File: config.mk
export PLATFORM = sky130hd
export DESIGN_NAME = ser_audio_rx
export DESIGN_NICKNAME = d
export VERILOG_FILES = /design/src/rtl/ser_audio_pkg.sv /design/src/rtl/ser_audio_fmt_select.sv /design/src/rtl/ser_audio_slot_timer.sv /design/src/rtl/ser_audio_bit_capture.sv /design/src/rtl/ser_audio_rx.sv
export SDC_FILE = /design/constraint.sdc
export NUM_CORES = 1
export LEC_CHECK = 0
export CORE_MARGIN = 3
export CORE_UTILIZATION = 60
export CTS_CLUSTER_SIZE = 20
export DETAILED_ROUTE_END_ITERATION = 16
export HOLD_SLACK_MARGIN = 0.15
export PLACE_DENSITY = 0.84
export REMOVE_ABC_BUFFERS = 1
export SLEW_MARGIN = 10
export SYNTH_ARGS = -nofsm -noshare
export SYNTH_HDL_FRONTEND = slang
export SYNTH_SLANG_ARGS = --single-unit
File: constraint.sdc
create_clock -name bit_clk -period 9.3 [get_ports bit_clk]
set_clock_uncertainty 0.2 [all_clocks]
set_input_delay 1.395 -clock bit_clk [delete_from_list [all_inputs] [get_ports bit_clk]]
set_output_delay 1.395 -clock bit_clk [all_outputs]
set_load 0.03 [all_outputs]
File: src/rtl/ser_audio_pkg.sv
package ser_audio_pkg;

  localparam int SAMPLE_W = 24;
  localparam int SLOT_LEN = 32;
  localparam int IDX_W    = $clog2(SLOT_LEN);
  localparam int WID_W    = $clog2(SAMPLE_W + 1);
  localparam int CODE_W   = 3;

  typedef enum logic [CODE_W-1:0] {
    FMT_DELAYED = 3'b000,
    FMT_LEFTJ   = 3'b001,
    FMT_RJ_LSB  = 3'b010,
    FMT_RJ24    = 3'b011,
    FMT_RJ20    = 3'b100,
    FMT_RJ18    = 3'b101,
    FMT_RJ16    = 3'b110
  } fmt_e;

  function automatic logic fmt_right_just(input fmt_e f);
    return (f != FMT_DELAYED) && (f != FMT_LEFTJ);
  endfunction

  function automatic int fmt_bits(input fmt_e f);
    case (f)
      FMT_RJ20: return 20;
      FMT_RJ18: return 18;
      FMT_RJ16: return 16;
      default:  return SAMPLE_W;
    endcase
  endfunction

  function automatic logic [WID_W-1:0] fmt_width(input fmt_e f);
    return WID_W'(fmt_bits(f));
  endfunction

  function automatic logic [IDX_W-1:0] fmt_first(input fmt_e f);
    if (fmt_right_just(f)) return IDX_W'(SLOT_LEN - fmt_bits(f));
    if (f == FMT_DELAYED)  return IDX_W'(1);
    return '0;
  endfunction

  function automatic logic [IDX_W-1:0] fmt_last(input fmt_e f);
    if (fmt_right_just(f)) return IDX_W'(SLOT_LEN - 1);
    return IDX_W'(int'(fmt_first(f)) + fmt_bits(f) - 1);
  endfunction

  function automatic logic fmt_left_high(input fmt_e f);
    return (f != FMT_DELAYED);
  endfunction

  function automatic logic fmt_lsb_first(input fmt_e f);
    return (f == FMT_RJ_LSB);
  endfunction

endpackage

File: src/rtl/ser_audio_fmt_select.sv
module ser_audio_fmt_select
  import ser_audio_pkg::*;
(
  input  logic [CODE_W-1:0] pin_code,
  input  logic [CODE_W-1:0] reg_code,
  output fmt_e              chosen
);

  logic [CODE_W-1:0] raw_code;

  always_comb begin
    // configuration pins dominate unless all of them are low
    raw_code = (pin_code == '0) ? reg_code : pin_code;
    if (raw_code == {CODE_W{1'b1}}) chosen = FMT_DELAYED;
    else                            chosen = fmt_e'(raw_code);
  end

endmodule

File: src/rtl/ser_audio_slot_timer.sv
module ser_audio_slot_timer
  import ser_audio_pkg::*;
(
  input  logic             clk,
  input  logic             rst_n,
  input  logic             ws_in,
  output logic             slot_start,
  output logic [IDX_W-1:0] idx
);

  logic             ws_q;
  logic             primed_q;
  logic [IDX_W-1:0] cnt_q;

  always_comb begin
    slot_start = primed_q && (ws_in != ws_q);
    if (slot_start)                          idx = '0;
    else if (cnt_q == IDX_W'(SLOT_LEN - 1))  idx = cnt_q;
    else                                     idx = cnt_q + 1'b1;
  end

  always_ff @(posedge clk or negedge rst_n) begin
    if (!rst_n) begin
      ws_q     <= 1'b0;
      primed_q <= 1'b0;
      cnt_q    <= IDX_W'(SLOT_LEN - 1);
    end else begin
      ws_q     <= ws_in;
      primed_q <= 1'b1;
      cnt_q    <= idx;
    end
  end

  // a slot index may only return to zero on a word-select change
  assert_idx_restart_R2: assert property (@(posedge clk) disable iff (!rst_n)
    (primed_q && ws_in == ws_q) |=> (cnt_q != '0 || $past(cnt_q) == '0));

endmodule

File: src/rtl/ser_audio_bit_capture.sv
module ser_audio_bit_capture
  import ser_audio_pkg::*;
(
  input  logic                clk,
  input  logic                rst_n,
  input  logic                sd_in,
  input  logic                slot_start,
  input  logic [IDX_W-1:0]    idx,
  input  logic [IDX_W-1:0]    win_first,
  input  logic [IDX_W-1:0]    win_last,
  input  logic                win_lsb_first,
  input  logic [WID_W-1:0]    done_width,
  output logic [SAMPLE_W-1:0] word
);

  logic [SAMPLE_W-1:0] sh_q;
  logic [SAMPLE_W-1:0] sh_d;
  logic [SAMPLE_W-1:0] base;
  logic                in_win;
  logic                sh_en;

  always_comb begin
    base   = slot_start ? '0 : sh_q;
    in_win = (idx >= win_first) && (idx <= win_last);
    sh_en  = in_win || slot_start;
    sh_d   = base;
    if (in_win) begin
      if (win_lsb_first) sh_d = {sd_in, base[SAMPLE_W-1:1]};
      else               sh_d = {base[SAMPLE_W-2:0], sd_in};
    end
  end

  always_ff @(posedge clk or negedge rst_n) begin
    if (!rst_n)     sh_q <= '0;
    else if (sh_en) sh_q <= sh_d;
  end

  // sign-extend the finished slot word from its top received bit
  generate
    for (genvar b = 0; b < SAMPLE_W; b++) begin : g_ext
      localparam logic [WID_W-1:0] BPOS = WID_W'(b);
      assign word[b] = (BPOS < done_width) ? sh_q[b] : sh_q[done_width - 1'b1];
    end
  endgenerate

endmodule

File: src/rtl/ser_audio_rx.sv
module ser_audio_rx
  import ser_audio_pkg::*;
(
  input  logic                bit_clk,
  input  logic                rst_n,
  input  logic                word_sel,
  input  logic                ser_data,
  input  logic [CODE_W-1:0]   fmt_pins,
  input  logic [CODE_W-1:0]   fmt_reg,
  output logic [SAMPLE_W-1:0] left_out,
  output logic [SAMPLE_W-1:0] right_out,
  output logic                out_valid
);

  // reset: asserted asynchronously, released on the bit clock
  logic [1:0] rst_sync_q;
  logic       rst_int_n;

  always_ff @(posedge bit_clk or negedge rst_n) begin
    if (!rst_n) rst_sync_q <= '0;
    else        rst_sync_q <= {rst_sync_q[0], 1'b1};
  end
  assign rst_int_n = rst_sync_q[1];

  fmt_e                sel_fmt;
  fmt_e                win_fmt;
  fmt_e                fmt_act_q, fmt_act_d;
  logic                slot_start;
  logic [IDX_W-1:0]    idx;
  logic                new_left;
  logic [SAMPLE_W-1:0] cap_word;

  logic                slot_left_q, slot_left_d;
  logic                slot_ok_q,   slot_ok_d;
  logic                left_got_q,  left_got_d;
  logic [SAMPLE_W-1:0] left_hold_q, left_hold_d;
  logic [SAMPLE_W-1:0] left_out_d, right_out_d;
  logic                valid_d;
  logic                upd_en;

  ser_audio_fmt_select u_sel (
    .pin_code (fmt_pins),
    .reg_code (fmt_reg),
    .chosen   (sel_fmt)
  );

  ser_audio_slot_timer u_timer (
    .clk        (bit_clk),
    .rst_n      (rst_int_n),
    .ws_in      (word_sel),
    .slot_start (slot_start),
    .idx        (idx)
  );

  always_comb begin
    new_left = (word_sel == fmt_left_high(sel_fmt));
    win_fmt  = (slot_start && new_left) ? sel_fmt : fmt_act_q;
  end

  ser_audio_bit_capture u_cap (
    .clk           (bit_clk),
    .rst_n         (rst_int_n),
    .sd_in         (ser_data),
    .slot_start    (slot_start),
    .idx           (idx),
    .win_first     (fmt_first(win_fmt)),
    .win_last      (fmt_last(win_fmt)),
    .win_lsb_first (fmt_lsb_first(win_fmt)),
    .done_width    (fmt_width(fmt_act_q)),
    .word          (cap_word)
  );

  // frame assembly: next-state
  always_comb begin
    fmt_act_d   = fmt_act_q;
    slot_left_d = slot_left_q;
    slot_ok_d   = slot_ok_q;
    left_got_d  = left_got_q;
    left_hold_d = left_hold_q;
    left_out_d  = left_out;
    right_out_d = right_out;
    valid_d     = 1'b0;
    if (slot_start) begin
      slot_ok_d   = 1'b1;
      slot_left_d = new_left;
      if (slot_ok_q && slot_left_q) begin
        left_hold_d = cap_word;
        left_got_d  = 1'b1;
      end
      if (slot_ok_q && !slot_left_q && left_got_q) begin
        left_out_d  = left_hold_q;
        right_out_d = cap_word;
        valid_d     = 1'b1;
        left_got_d  = 1'b0;
      end
      if (new_left) begin
        fmt_act_d = sel_fmt;
        if (sel_fmt != fmt_act_q) left_got_d = 1'b0;
      end
    end
  end

  assign upd_en = slot_start || out_valid;

  // frame assembly: registers
  always_ff @(posedge bit_clk or negedge rst_int_n) begin
    if (!rst_int_n) begin
      fmt_act_q   <= FMT_DELAYED;
      slot_left_q <= 1'b0;
      slot_ok_q   <= 1'b0;
      left_got_q  <= 1'b0;
      left_hold_q <= '0;
      left_out    <= '0;
      right_out   <= '0;
      out_valid   <= 1'b0;
    end else if (upd_en) begin
      fmt_act_q   <= fmt_act_d;
      slot_left_q <= slot_left_d;
      slot_ok_q   <= slot_ok_d;
      left_got_q  <= left_got_d;
      left_hold_q <= left_hold_d;
      left_out    <= left_out_d;
      right_out   <= right_out_d;
      out_valid   <= valid_d;
    end
  end

  assert_valid_single_R7: assert property (@(posedge bit_clk) disable iff (!rst_int_n)
    out_valid |=> !out_valid);

  assert_valid_after_start_R7: assert property (@(posedge bit_clk) disable iff (!rst_int_n)
    $rose(out_valid) |-> $past(slot_start));

  assert_fmt_hold_R10: assert property (@(posedge bit_clk) disable iff (!rst_int_n)
    !slot_start |=> $stable(fmt_act_q));

  assert_sign_ext16_R5: assert property (@(posedge bit_clk) disable iff (!rst_int_n)
    (out_valid && $past(fmt_act_q) == FMT_RJ16) |->
      (right_out[SAMPLE_W-1:16] == {(SAMPLE_W-16){right_out[15]}} &&
       left_out[SAMPLE_W-1:16]  == {(SAMPLE_W-16){left_out[15]}}));

endmodule

==> results of run 1 <==
==> stage by stage <==
stage | total power, mW | setup slack (ns) | hold slack [ns] | util [%]
floorplan | 1.00 | 4.16 | 0.131 | -
detailed placement | 1.20 | 3.14 | 0.102 | 70.0
CTS | 1.55 | 3.51 | 0.153 | 73.2
global route | 1.63 | 3.03 | 0.157 | 73.2
global placement | 1.17 | 3.36 | 0.0864 | 70.0
finish | 1.54 | 3.42 | 0.146 | 73.2
==> worst max-delay path by stage <==
| stage | from | endpoint | cells past startpoint |
|---|---|---|---|
| finish | fmt_pins[1] | u_cap.sh_q[16] | 16 |
| global route | fmt_pins[1] | u_cap.sh_q[17] | 16 |
| CTS | fmt_pins[1] | u_cap.sh_q[14] | 16 |
| detailed placement | word_sel | u_cap.sh_q[16] | 16 |
| global placement | fmt_reg[2] | u_cap.sh_q[8] | 16 |
| floorplan | fmt_reg[2] | u_cap.sh_q[10] | 15 |
==> kinds of logic (layout without fill, tap and decap cells) <==
| group | after synthesis | after routing |
|---|---|---|
| simple gates | 255 | 255 |
| buf+inv | 38 | 87 |
| compound gates | 86 | 86 |
| other cells | 1 | 2 |
| flops | 112 | 112 |
| xor+xnor | 8 | 8 |
| fa+ha+maj | 15 | 15 |
| mux | 30 | 30 |
==> layout make-up <==
| class | instances | area [µm²] |
|---|---|---|
| timing repair buffer | 62 | 623 |
| clock buffer | 9 | 124 |
| multi-input combinational | 396 | 2260 |
| fill | 603 | 2230 |
| clock inverter | 7 | 126 |
| sequential | 112 | 2810 |
| tap | 105 | 131 |
| inverter | 9 | 33.8 |
==> where the power goes <==
group | internal (mW) | switching [mW] | total, mW
Clock | 0.182 | 0.169 | 0.351
Combinational | 0.204 | 0.343 | 0.547
Sequential | 0.573 | 0.0690 | 0.642
Total | 0.960 | 0.581 | 1.54
==> worst max-delay path, delay by kind of cell <==
family	cells	cell delay (ns)
fa+ha+maj	2	0.51
compound gates	7	1.70
mux	1	0.51
buf+inv	2	0.69
simple gates	4	1.13
==> cells in the final DEF, fill, tap and decap left out, drive strengths merged, types with 11 or more instances in the layout <==
cell type,count
o2bb2ai,22
nand3,11
inv,11
ha,15
o21ai,14
dfrtp,107
nor2,22
a21oi,20
mux2i,28
nand2,200
clkdlybuf4s50,58
==> flip-flops by register name, summed over array words and instances (netlist names), 2 cells and up <==
| signal | cells |
|---|---|
| right_out | 24 |
| fmt_act_q | 3 |
| u_cap.sh_q | 24 |
| left_hold_q | 24 |
| rst_sync_q | 2 |
| u_timer.cnt_q | 5 |
| left_out | 24 |
==> per-layer routing <==
metal,up-vias,routed length (µm),part of all wire (%),track usage (%)
met5,-,0,0,0
met4,0,313,2.8,8.93
met3,28,532,4.8,4.21
met2,121,5470,50,38.0
met1,1981,4710,43,31.8
li1,1937,-,-,-
==> repair_timing <==
action                                  CTS  global route
hold buffers                              1             0
endpoints found under the hold margin    30             0
gates resized for setup                   0             0
endpoints found under the setup margin    0             0
==> flow_summary.rst, run 1 <==
.. list-table::
   :header-rows: 1

   * - Metric
     - Value
   * - Via count of the first global-routing pass
     - roughly 3900
   * - Most area-consuming cells after synthesis
     - sky130_fd_sc_hd__dfrtp_1 (51%), sky130_fd_sc_hd__nand2_1 (14%), sky130_fd_sc_hd__mux2i_1 (5.2%)
   * - Worst r2r src
     - u_timer.ws_q
   * - Via density
     - 5.81
   * - Crit-path max cell delay
     - roughly 0.55 ns
   * - Data arrival time of the worst path
     - 5.95 ns
   * - Total overflow reported by the global router
     - 0
   * - Ratio of cells with drive above 1 in the final layout
     - around 5.7%
   * - Largest driver fanout on the critical path
     - 22
   * - Slowest library cell on the worst path
     - sky130_fd_sc_hd__clkdlybuf4s50_1
   * - Slew headroom
     - about a fifth
   * - Main flop type after synthesis
     - sky130_fd_sc_hd__dfrtp_1
   * - Ports
     - between 50 and 60
   * - Total setup violations reported at the end of the flow
     - 0
   * - Worst-case reg-to-reg path depth
     - 15
   * - Number of design rule violations left after detail routing
     - 0
   * - Port bufs
     - 58
   * - Status
     - complete, no violations
   * - Final max-slew violation count
     - 0
   * - Die height
     - slightly below 100 µm
   * - Average size of a mapped cell
     - between 9 and 10 µm²
   * - Largest net degree at the start of global routing
     - 76
   * - CTS H-tree lvls
     - 3
   * - Synthesis warning total
     - 0
   * - Worst supply voltage drop on vdd
     - 144 µV
   * - Diode count
     - 0
   * - Average wire per standard cell
     - between 15 and 20 µm
   * - Final Instance Count excl. Fillers
     - 700
   * - Cell count after placement
     - slightly below 700
   * - Root Driver
     - sky130_fd_sc_hd__clkbuf_8
   * - Register-to-register setup slack
     - 4.70 ns
   * - Max-capacitance violation count
     - 0
   * - Combinational family with the most area after synthesis
     - simple AND/OR/NAND/NOR gates
   * - DRC marker count from the first detailed-route iteration
     - 248
   * - Global-route wire length before repair
     - about 19000 µm
   * - Cell area power density
     - ~250 mW/mm²
   * - Setup CP Type
     - in -> reg
   * - CP Data Required Time
     - between 9 and 10 ns
   * - Global Route Usage Sum
     - a little under a quarter
   * - Synthesized-area fraction occupied by ao, oa, aoi and oai cells
     - between 10% and 20%
   * - Ys async rst share
     - between 90% and 100%
   * - Commonest cells in the synthesized netlist
     - sky130_fd_sc_hd__nand2_1 (199), sky130_fd_sc_hd__dfrtp_1 (107), sky130_fd_sc_hd__mux2i_1 (27)
   * - EDFF count, synth
     - 0
   * - Type of destination of the critical path
     - flop
   * - Overall die area
     - 0.00988 mm²
   * - Total half-perimeter wirelength after legalization and detailed placement
     - approximately 7400 µm
   * - Arithmetic-cell share of the synthesized area counting full adders, half adders and majority gates
     - 3.59%
   * - Maximum buffer depth of the clock tree
     - 2
   * - Layout area overhead
     - 16.7%
   * - Portion of the clock cycle consumed by the worst path in the final layout
     - between 60 and 70%
   * - Worst Max-Slew Pin Slew
     - 1.17 ns
   * - Cell with the most instances after synthesis
     - sky130_fd_sc_hd__nand2_1
   * - Horizontal die dimension
     - ~99 µm
   * - Post-route standard cell area excluding fillers
     - 0.00611 mm²
   * - Drt total wl
     - ~11000 µm
   * - Sinks on the clock net
     - between 100 and 150
   * - Reported leakage power
     - around 2.9 nW
   * - Min cycle time layout
     - 5.88 ns
   * - Post-DP Area
     - between 0.005 and 0.006 mm²
   * - Number of instances in the synthesized netlist
     - approximately 550
   * - Sequential element share of the synthesized area
     - 53.7%
   * - Clock input transition at the sequential cells of the worst setup and hold paths
     - about 0.11 ns
   * - Number of clock buffers inserted by TritonCTS
     - 9
   * - Antenna Nets Post-Route
     - 0
   * - Type of the most critical hold path
     - reg -> async
   * - Startpoint kind of the worst setup timing path
     - primary input
   * - Number of distinct library cell variants in the gate-level netlist after synthesis
     - 49
   * - Register bit count reported by yosys
     - approximately 110
   * - Clock latency reported for the late side of the worst-skew pair
     - roughly 0.37 ns
   * - Setup fix buffers added after clock tree synthesis
     - 0
   * - Router iterations before antenna repair
     - 5
   * - Weighted congestion at the end of routability-driven global placement
     - between 0.8 and 0.9
   * - TritonCTS clock tree
     - built
   * - Critical path cell sequence
     - clkdlybuf4s50_1, nor4_1, o21ai_1, a41oi_4, nand2_1, o21ai_0, inv_1, nand3_1, ha_1, mux4_2, ha_1, o211ai_1, o21a_1, a31oi_2, nand2_1, o2bb2ai_1
   * - Cell type with the highest aggregate area in the netlist
     - sky130_fd_sc_hd__dfrtp_1
   * - Rows
     - 33
   * - Mapped cell area
     - about 0.0052 mm²
   * - Hold Fails Final Rpt
     - 0
   * - Share of synthesized area spent on multiplexers
     - about 6.5%
   * - Post-synthesis xor/xnor area fraction
     - approximately 1.3%
   * - Basic-gate share of the synthesized area counting and, or, nand and nor cells
     - 19.8%
   * - Unrepaired setup endpoints after global routing
     - false
   * - Core area
     - ~0.0083 mm²
   * - Fmax achieved
     - roughly 170 MHz
   * - Post-Route Setup TNS
     - 0 ns
   * - Initial core utilization
     - between 60% and 70%
   * - Via count
     - 4067
   * - Worst R2R End
     - u_cap.sh_q[16]
   * - Final net count
     - just over 600
   * - Area share of the largest cell type after synthesis
     - between 50% and 60%
   * - Antenna violations before repair
     - 0
Power figures use the tool's default switching activity.
==> run 2: changes to the inputs <==
CORE_UTILIZATION = 51   (was 60)
PLACE_DENSITY = 0.76   (was 0.84)
clock period = 4.72 ns   (was 9.3 ns; I/O delays follow)
==> flow_summary.rst, run 2 (same netlist as run 1, synthesis figures left out) <==
.. list-table::
   :header-rows: 1

   * - Metric
     - Value
   * - Type of destination of the critical path
     - flop
   * - Max-capacitance violation count
     - 0
   * - Worst supply voltage drop on vdd
     - about 250 µV
   * - Met3 layer usage reported by global route
     - about 2.8%
   * - Crit-path max cell delay
     - roughly 0.56 ns
   * - Met2 demand-to-capacity share in global routing
     - about a third
   * - CTS H-tree lvls
     - 3
   * - Setup fix buffers added after clock tree synthesis
     - 0
   * - Min cycle time layout
     - around 4.5 ns
   * - Layout area overhead
     - 19.2%
   * - Largest driver fanout on the critical path
     - 8
   * - DRC marker count from the first detailed-route iteration
     - roughly 300
   * - Post-DP Area
     - roughly 0.0060 mm²
   * - Via count of the first global-routing pass
     - 3822
   * - Slowest library cell on the worst path
     - sky130_fd_sc_hd__clkdlybuf4s50_1
   * - Core area
     - slightly below 0.01 mm²
   * - Clock latency reported for the late side of the worst-skew pair
     - between 0.3 and 0.4 ns
   * - Critical path capture point
     - u_cap.sh_q[0]
   * - Via density
     - 5.35
   * - Total overflow reported by the global router
     - 0
   * - Slew headroom
     - 32.9%
   * - Top library cells by usage in the layout, fill and taps aside
     - sky130_fd_sc_hd__nand2_1 (199), sky130_fd_sc_hd__dfrtp_1 (106), sky130_fd_sc_hd__clkdlybuf4s50_1 (58), sky130_fd_sc_hd__mux2i_1 (27)
   * - Met1 GRT Util
     - a little over a quarter
   * - Global route hottest layer
     - met2
   * - Worst r2r src
     - u_timer.ws_q
   * - Final Instance Count excl. Fillers
     - roughly 750
   * - Total half-perimeter wirelength after legalization and detailed placement
     - roughly 7300 µm
   * - CP Data Required Time
     - roughly 4.8 ns
   * - Worst R2R End
     - u_cap.sh_q[0]
   * - Resized Gates After CTS
     - 0
   * - Sinks on the clock net
     - around 110
   * - Global Route Usage Sum
     - 19.7%
   * - Diode count
     - 0
   * - Clock network fraction of total power
     - roughly 19%
   * - Unrepaired setup endpoints after global routing
     - false
   * - Share of total power in combinational logic
     - 38.6%
   * - Critical path cell sequence
     - clkdlybuf4s50_1, nand3_1, or2_1, a41oi_4, nor2_1, a21oi_1, nand3_1, buf_4, ha_1, nor2b_1, ha_1, a21oi_1, o21ai_0, a31oi_2, buf_4, and2_1, a311o_1
   * - Weighted congestion at the end of routability-driven global placement
     - between 0.9 and 1
   * - Setup CP Type
     - in -> reg
   * - Via count
     - between 3000 and 4000
   * - Most common cell after layout, fill and taps aside
     - sky130_fd_sc_hd__nand2_1
   * - Global-route wire length before repair
     - about 18000 µm
   * - Rows
     - 36
   * - Horizontal die dimension
     - around 110 µm
   * - Final net count
     - between 600 and 700
   * - Post-route standard cell area excluding fillers
     - 0.00624 mm²
   * - Data arrival time of the worst path
     - 4.53 ns
   * - Router iterations before antenna repair
     - 4
   * - Portion of the clock cycle consumed by the worst path in the final layout
     - around 95%
   * - Average wire per standard cell
     - 14.0 µm
   * - Utilization after layout
     - 63.2%
   * - Hold Fails Final Rpt
     - 0
   * - Reported leakage power
     - around 2.9 nW
   * - Setup crit start
     - fmt_pins[1]
   * - Drt total wl
     - 10400 µm
   * - Fillcell total
     - between 800 and 900
   * - Cell count after placement
     - 726
   * - Post-route worst hold slack
     - roughly 0.16 ns
   * - Port bufs
     - 58
   * - Startpoint kind of the worst setup timing path
     - primary input
   * - Maximum buffer depth of the clock tree
     - 2
   * - Die height
     - ~110 µm
   * - Register-to-register setup slack
     - slightly above 0.9 ns
   * - Antenna violations before repair
     - 0
   * - Ratio of cells with drive above 1 in the final layout
     - between 8 and 9%
   * - TritonCTS clock tree
     - built
   * - Number of clock buffers inserted by TritonCTS
     - 9
   * - Fmax achieved
     - 223 MHz
   * - Antenna Nets Post-Route
     - 0
   * - Cell area power density
     - 483 mW/mm²
   * - Root Driver
     - sky130_fd_sc_hd__clkbuf_8
   * - Worst Max-Slew Pin Slew
     - about 1.0 ns
   * - Switching component of the power
     - 1.11 mW
   * - Overall die area
     - approximately 0.012 mm²
   * - Largest net degree at the start of global routing
     - 70
   * - Type of the most critical hold path
     - reg -> reg
   * - Total setup violations reported at the end of the flow
     - 0
   * - Ports
     - between 50 and 60
   * - Clock input transition at the sequential cells of the worst setup and hold paths
     - 0.11 ns
   * - Initial core utilization
     - between 50% and 60%
   * - Internal Pwr Total
     - ~1.9 mW
   * - Post-Route Setup TNS
     - 0 ns
   * - Worst-case reg-to-reg path depth
     - 16
   * - Register share of total power
     - 42.0%
   * - Final max-slew violation count
     - 0
   * - Post-CTS Hold Fix Bufs
     - 0
   * - Number of design rule violations left after detail routing
     - 0
   * - Switching share of power
     - between 30% and 40%
   * - Status
     - complete, no violations
==> run 2: cell count changes in the layout (fill, tap and decap cells not counted) <==
cell	before	now
sky130_fd_sc_hd__buf_4	3	19
sky130_fd_sc_hd__bufinv_16	3	1
sky130_fd_sc_hd__clkbuf_8	9	11
sky130_fd_sc_hd__buf_12	1	2
sky130_fd_sc_hd__clkbuf_1	0	1
sky130_fd_sc_hd__clkinv_2	0	1
sky130_fd_sc_hd__clkinv_4	1	0
sky130_fd_sc_hd__inv_8	1	0
==> run 2: worst max-delay path, delay by kind of cell <==
kind            cells  cell delay (ns)
simple gates        6             0.97
buf+inv             3             0.90
compound gates      6             1.39
fa+ha+maj           2             0.58
==> run 2: per-stage QoR <==
stage | setup slack [ns] | total power, mW
2_1_floorplan | 0.264 | 1.97
3_3_place_gp | 0.0742 | 2.41
3_5_place_dp | -0.113 | 2.45
4_1_cts | 0.268 | 3.04
5_1_grt | 0.0353 | 3.21
6_report | 0.244 | 3.02
==> run 2: metal layers <==
layer | part of all wire (%) | vias to the layer above
li1 | - | 1966
met1 | 46 | 1927
met2 | 49 | 82
met3 | 3.7 | 11
met4 | 1.4 | 0
met5 | 0 | -
==> run 2: power groups by stage <==
| stage | combinational, mW | sequential, mW | clock, mW |
|---|---|---|---|
| floorplan | 0.570 | 1.40 | 0 |
| global placement | 1.13 | 1.28 | 0 |
| detailed placement | 1.17 | 1.29 | 0 |
| CTS | 1.17 | 1.27 | 0.601 |
| global route | 1.27 | 1.30 | 0.638 |
| finish | 1.16 | 1.27 | 0.585 |
==> run 2: worst min-delay path by stage <==
stage,startpoint,endpoint,slack [ns],depth (start not counted)
2_1_floorplan,rst_sync_q[0],rst_sync_q[1],0.13,0
3_3_place_gp,rst_sync_q[0],rst_sync_q[1],0.14,0
3_5_place_dp,rst_sync_q[0],rst_sync_q[1],0.14,0
4_1_cts,rst_sync_q[0],rst_sync_q[1],0.16,0
5_1_grt,rst_sync_q[0],rst_sync_q[1],0.17,0
6_report,rst_sync_q[0],rst_sync_q[1],0.16,0
==> run 2: layout make-up <==
class	count	area, µm²	share of cell area [%]
flip-flops and latches	112	2810	45.1
well taps	133	166	2.67
clock inverters	4	51.3	0.822
repair buffers	79	763	12.2
clock buffers	12	155	2.49
inverters	9	33.8	0.542
multi-input cells	396	2260	36.2
==> run 3: changes to the inputs <==
CORE_UTILIZATION = 25   (was 51)
PLACE_DENSITY = not set   (was 0.76)
==> flow_summary.rst, run 3 (same netlist as run 1, synthesis figures left out) <==
.. list-table::
   :header-rows: 1

   * - Metric
     - Value
   * - Status
     - complete, no violations
   * - Switching component of the power
     - approximately 1.2 mW
   * - Resized Gates After CTS
     - 0
   * - Worst Max-Slew Pin Slew
     - 0.954 ns
   * - Slowest library cell on the worst path
     - sky130_fd_sc_hd__clkdlybuf4s50_1
   * - Diode count
     - 0
   * - Cell count after placement
     - 867
   * - Utilization after layout
     - between 30% and 40%
   * - CTS H-tree lvls
     - 3
   * - Cell area power density
     - ~500 mW/mm²
   * - Unrepaired setup endpoints after global routing
     - false
   * - Clock network fraction of total power
     - 23.9%
   * - Router iterations before antenna repair
     - 5
   * - Antenna violations before repair
     - 0
   * - Final max-slew violation count
     - 0
   * - Layout area overhead
     - 24.4%
   * - Switching share of power
     - a little under two fifths
   * - Hold Fails Final Rpt
     - 0
   * - Most common cell after layout, fill and taps aside
     - sky130_fd_sc_hd__nand2_1
   * - Type of destination of the critical path
     - flop
   * - Die height
     - 151 µm
   * - Min cycle time layout
     - around 4.4 ns
   * - Reported leakage power
     - about 3.0 nW
   * - Ratio of cells with drive above 1 in the final layout
     - between 8 and 9%
   * - Post-Route Setup TNS
     - 0 ns
   * - Ports
     - 59
   * - Post-CTS Hold Fix Bufs
     - 0
   * - Final Instance Count excl. Fillers
     - about 900
   * - Critical path cell sequence
     - clkdlybuf4s50_1, nor4_1, o21ai_1, a41oi_4, nor2_1, a21oi_1, nand3_1, buf_4, ha_1, nor2b_1, ha_1, a21oi_1, o21ai_0, a31oi_2, buf_4, and2_1, a311o_1
   * - Register share of total power
     - about two fifths
   * - Fmax achieved
     - 230 MHz
   * - Setup fix buffers added after clock tree synthesis
     - 0
   * - Crit-path max cell delay
     - around 0.5 ns
   * - Number of clock buffers inserted by TritonCTS
     - 9
   * - Portion of the clock cycle consumed by the worst path in the final layout
     - ~92%
   * - Weighted congestion at the end of routability-driven global placement
     - ~0.8
   * - Total overflow reported by the global router
     - 0
   * - Clock latency reported for the late side of the worst-skew pair
     - between 0.3 and 0.4 ns
   * - Worst r2r src
     - u_timer.ws_q
   * - Worst supply voltage drop on vdd
     - between 200 and 250 µV
   * - Startpoint kind of the worst setup timing path
     - primary input
   * - DRC marker count from the first detailed-route iteration
     - 221
   * - Via count
     - 3935
   * - Storage cell area
     - around 0.0028 mm²
   * - Share of total power in combinational logic
     - a little under two fifths
   * - Via count of the first global-routing pass
     - about 3900
   * - Overall die area
     - ~0.023 mm²
   * - Total half-perimeter wirelength after legalization and detailed placement
     - 8060 µm
   * - Slew headroom
     - between 30% and 40%
   * - Sink of the worst hold path
     - rst_sync_q[1]
   * - Data arrival time of the worst path
     - 4.40 ns
   * - Fillcell total
     - approximately 2100
   * - Min-delay src
     - rst_sync_q[0]
   * - Final net count
     - around 630
   * - Worst R2R End
     - u_cap.sh_q[0]
   * - Core area
     - 0.0204 mm²
   * - Initial core utilization
     - between 20% and 30%
   * - Root Driver
     - sky130_fd_sc_hd__clkbuf_16
   * - Average wire per standard cell
     - approximately 14 µm
   * - CP Data Required Time
     - about 4.8 ns
   * - Worst-case reg-to-reg path depth
     - 16
   * - Global Route Usage Sum
     - around 11%
   * - Number of design rule violations left after detail routing
     - 0
   * - Largest driver fanout on the critical path
     - 12
   * - Maximum buffer depth of the clock tree
     - 2
   * - Internal Pwr Total
     - 2.01 mW
   * - Drt total wl
     - 12000 µm
   * - Largest net degree at the start of global routing
     - 65
   * - Multi-input logic area
     - around 0.0023 mm²
   * - Port bufs
     - 58
   * - Horizontal die dimension
     - ~150 µm
   * - Top library cells by usage in the layout, fill and taps aside
     - sky130_fd_sc_hd__nand2_1 (199), sky130_fd_sc_hd__dfrtp_1 (106), sky130_fd_sc_hd__clkdlybuf4s50_1 (58), sky130_fd_sc_hd__mux2i_1 (27)
   * - Register-to-register setup slack
     - 1.00 ns
   * - Total setup violations reported at the end of the flow
     - 0
   * - TritonCTS clock tree
     - built
   * - Rows
     - 52
   * - Clock input transition at the sequential cells of the worst setup and hold paths
     - ~0.080 ns
   * - Type of the most critical hold path
     - reg -> reg
   * - Post-route worst hold slack
     - around 0.15 ns
   * - Sinks on the clock net
     - around 110
   * - Global-route wire length before repair
     - ~20000 µm
   * - Via density
     - about 4.5
   * - Hold Path Depth
     - 0
   * - Antenna Nets Post-Route
     - 0
   * - Setup CP Type
     - in -> reg
   * - Max-capacitance violation count
     - 0
[run 3: power by group through the flow]
stage | logic [mW] | registers [mW] | clock network, mW
final | 1.18 | 1.27 | 0.769
after detailed placement | 1.19 | 1.29 | 0
after floorplan | 0.570 | 1.40 | 0
after CTS | 1.20 | 1.27 | 0.801
after global routing | 1.30 | 1.30 | 0.843
after global placement | 1.18 | 1.29 | 0
[run 3: area by class of cell]
cell class	instances	area share [%]
clock buffer	9	3.46
tap	270	5.19
sequential	112	43.2
inverter	9	0.519
multi-input combinational	396	34.7
clock inverter	7	1.11
timing repair buffer	80	11.8
[run 3: per-layer routing]
| layer | vias to the layer above | routed length [µm] | global-route usage [%] |
|---|---|---|---|
| li1 | 1966 | - | - |
| met1 | 1894 | 5830 | 15.6 |
| met3 | 10 | 570 | 3.13 |
| met5 | - | 0 | 0 |
| met2 | 65 | 5510 | 17.9 |
| met4 | 0 | 96 | 2.09 |
[run 3: critical path: cells and delay by family]
kind                     cells  cell delay (ns)
AO/OA/AOI/OAI                7             1.46
adder cells (fa/ha/maj)      2             0.56
buffers and inverters        3             0.84
AND/OR/NAND/NOR              5             0.82
[run 3: stage by stage]
stage | total power [mW] | setup WS, ns | area [µm²]
5_1_grt | 3.45 | 0.0256 | 6510
3_3_place_gp | 2.47 | 0.103 | 6210
4_1_cts | 3.27 | 0.355 | 6510
6_report | 3.22 | 0.363 | 6510
3_5_place_dp | 2.49 | 0.00457 | 6210
2_1_floorplan | 1.97 | 0.264 | 5100
[run 3: worst max-delay path by stage]
stage / start / endpoint / cells past startpoint / slack (ns)
after CTS: word_sel / u_cap.sh_q[0] / 16 / 0.36
after global routing: word_sel / u_cap.sh_q[0] / 17 / 0.03
after floorplan: fmt_reg[2] / u_cap.sh_q[10] / 15 / 0.26
after global placement: word_sel / u_cap.sh_q[0] / 17 / 0.10
after detailed placement: word_sel / u_cap.sh_q[0] / 17 / 0.005
final: word_sel / u_cap.sh_q[0] / 17 / 0.36
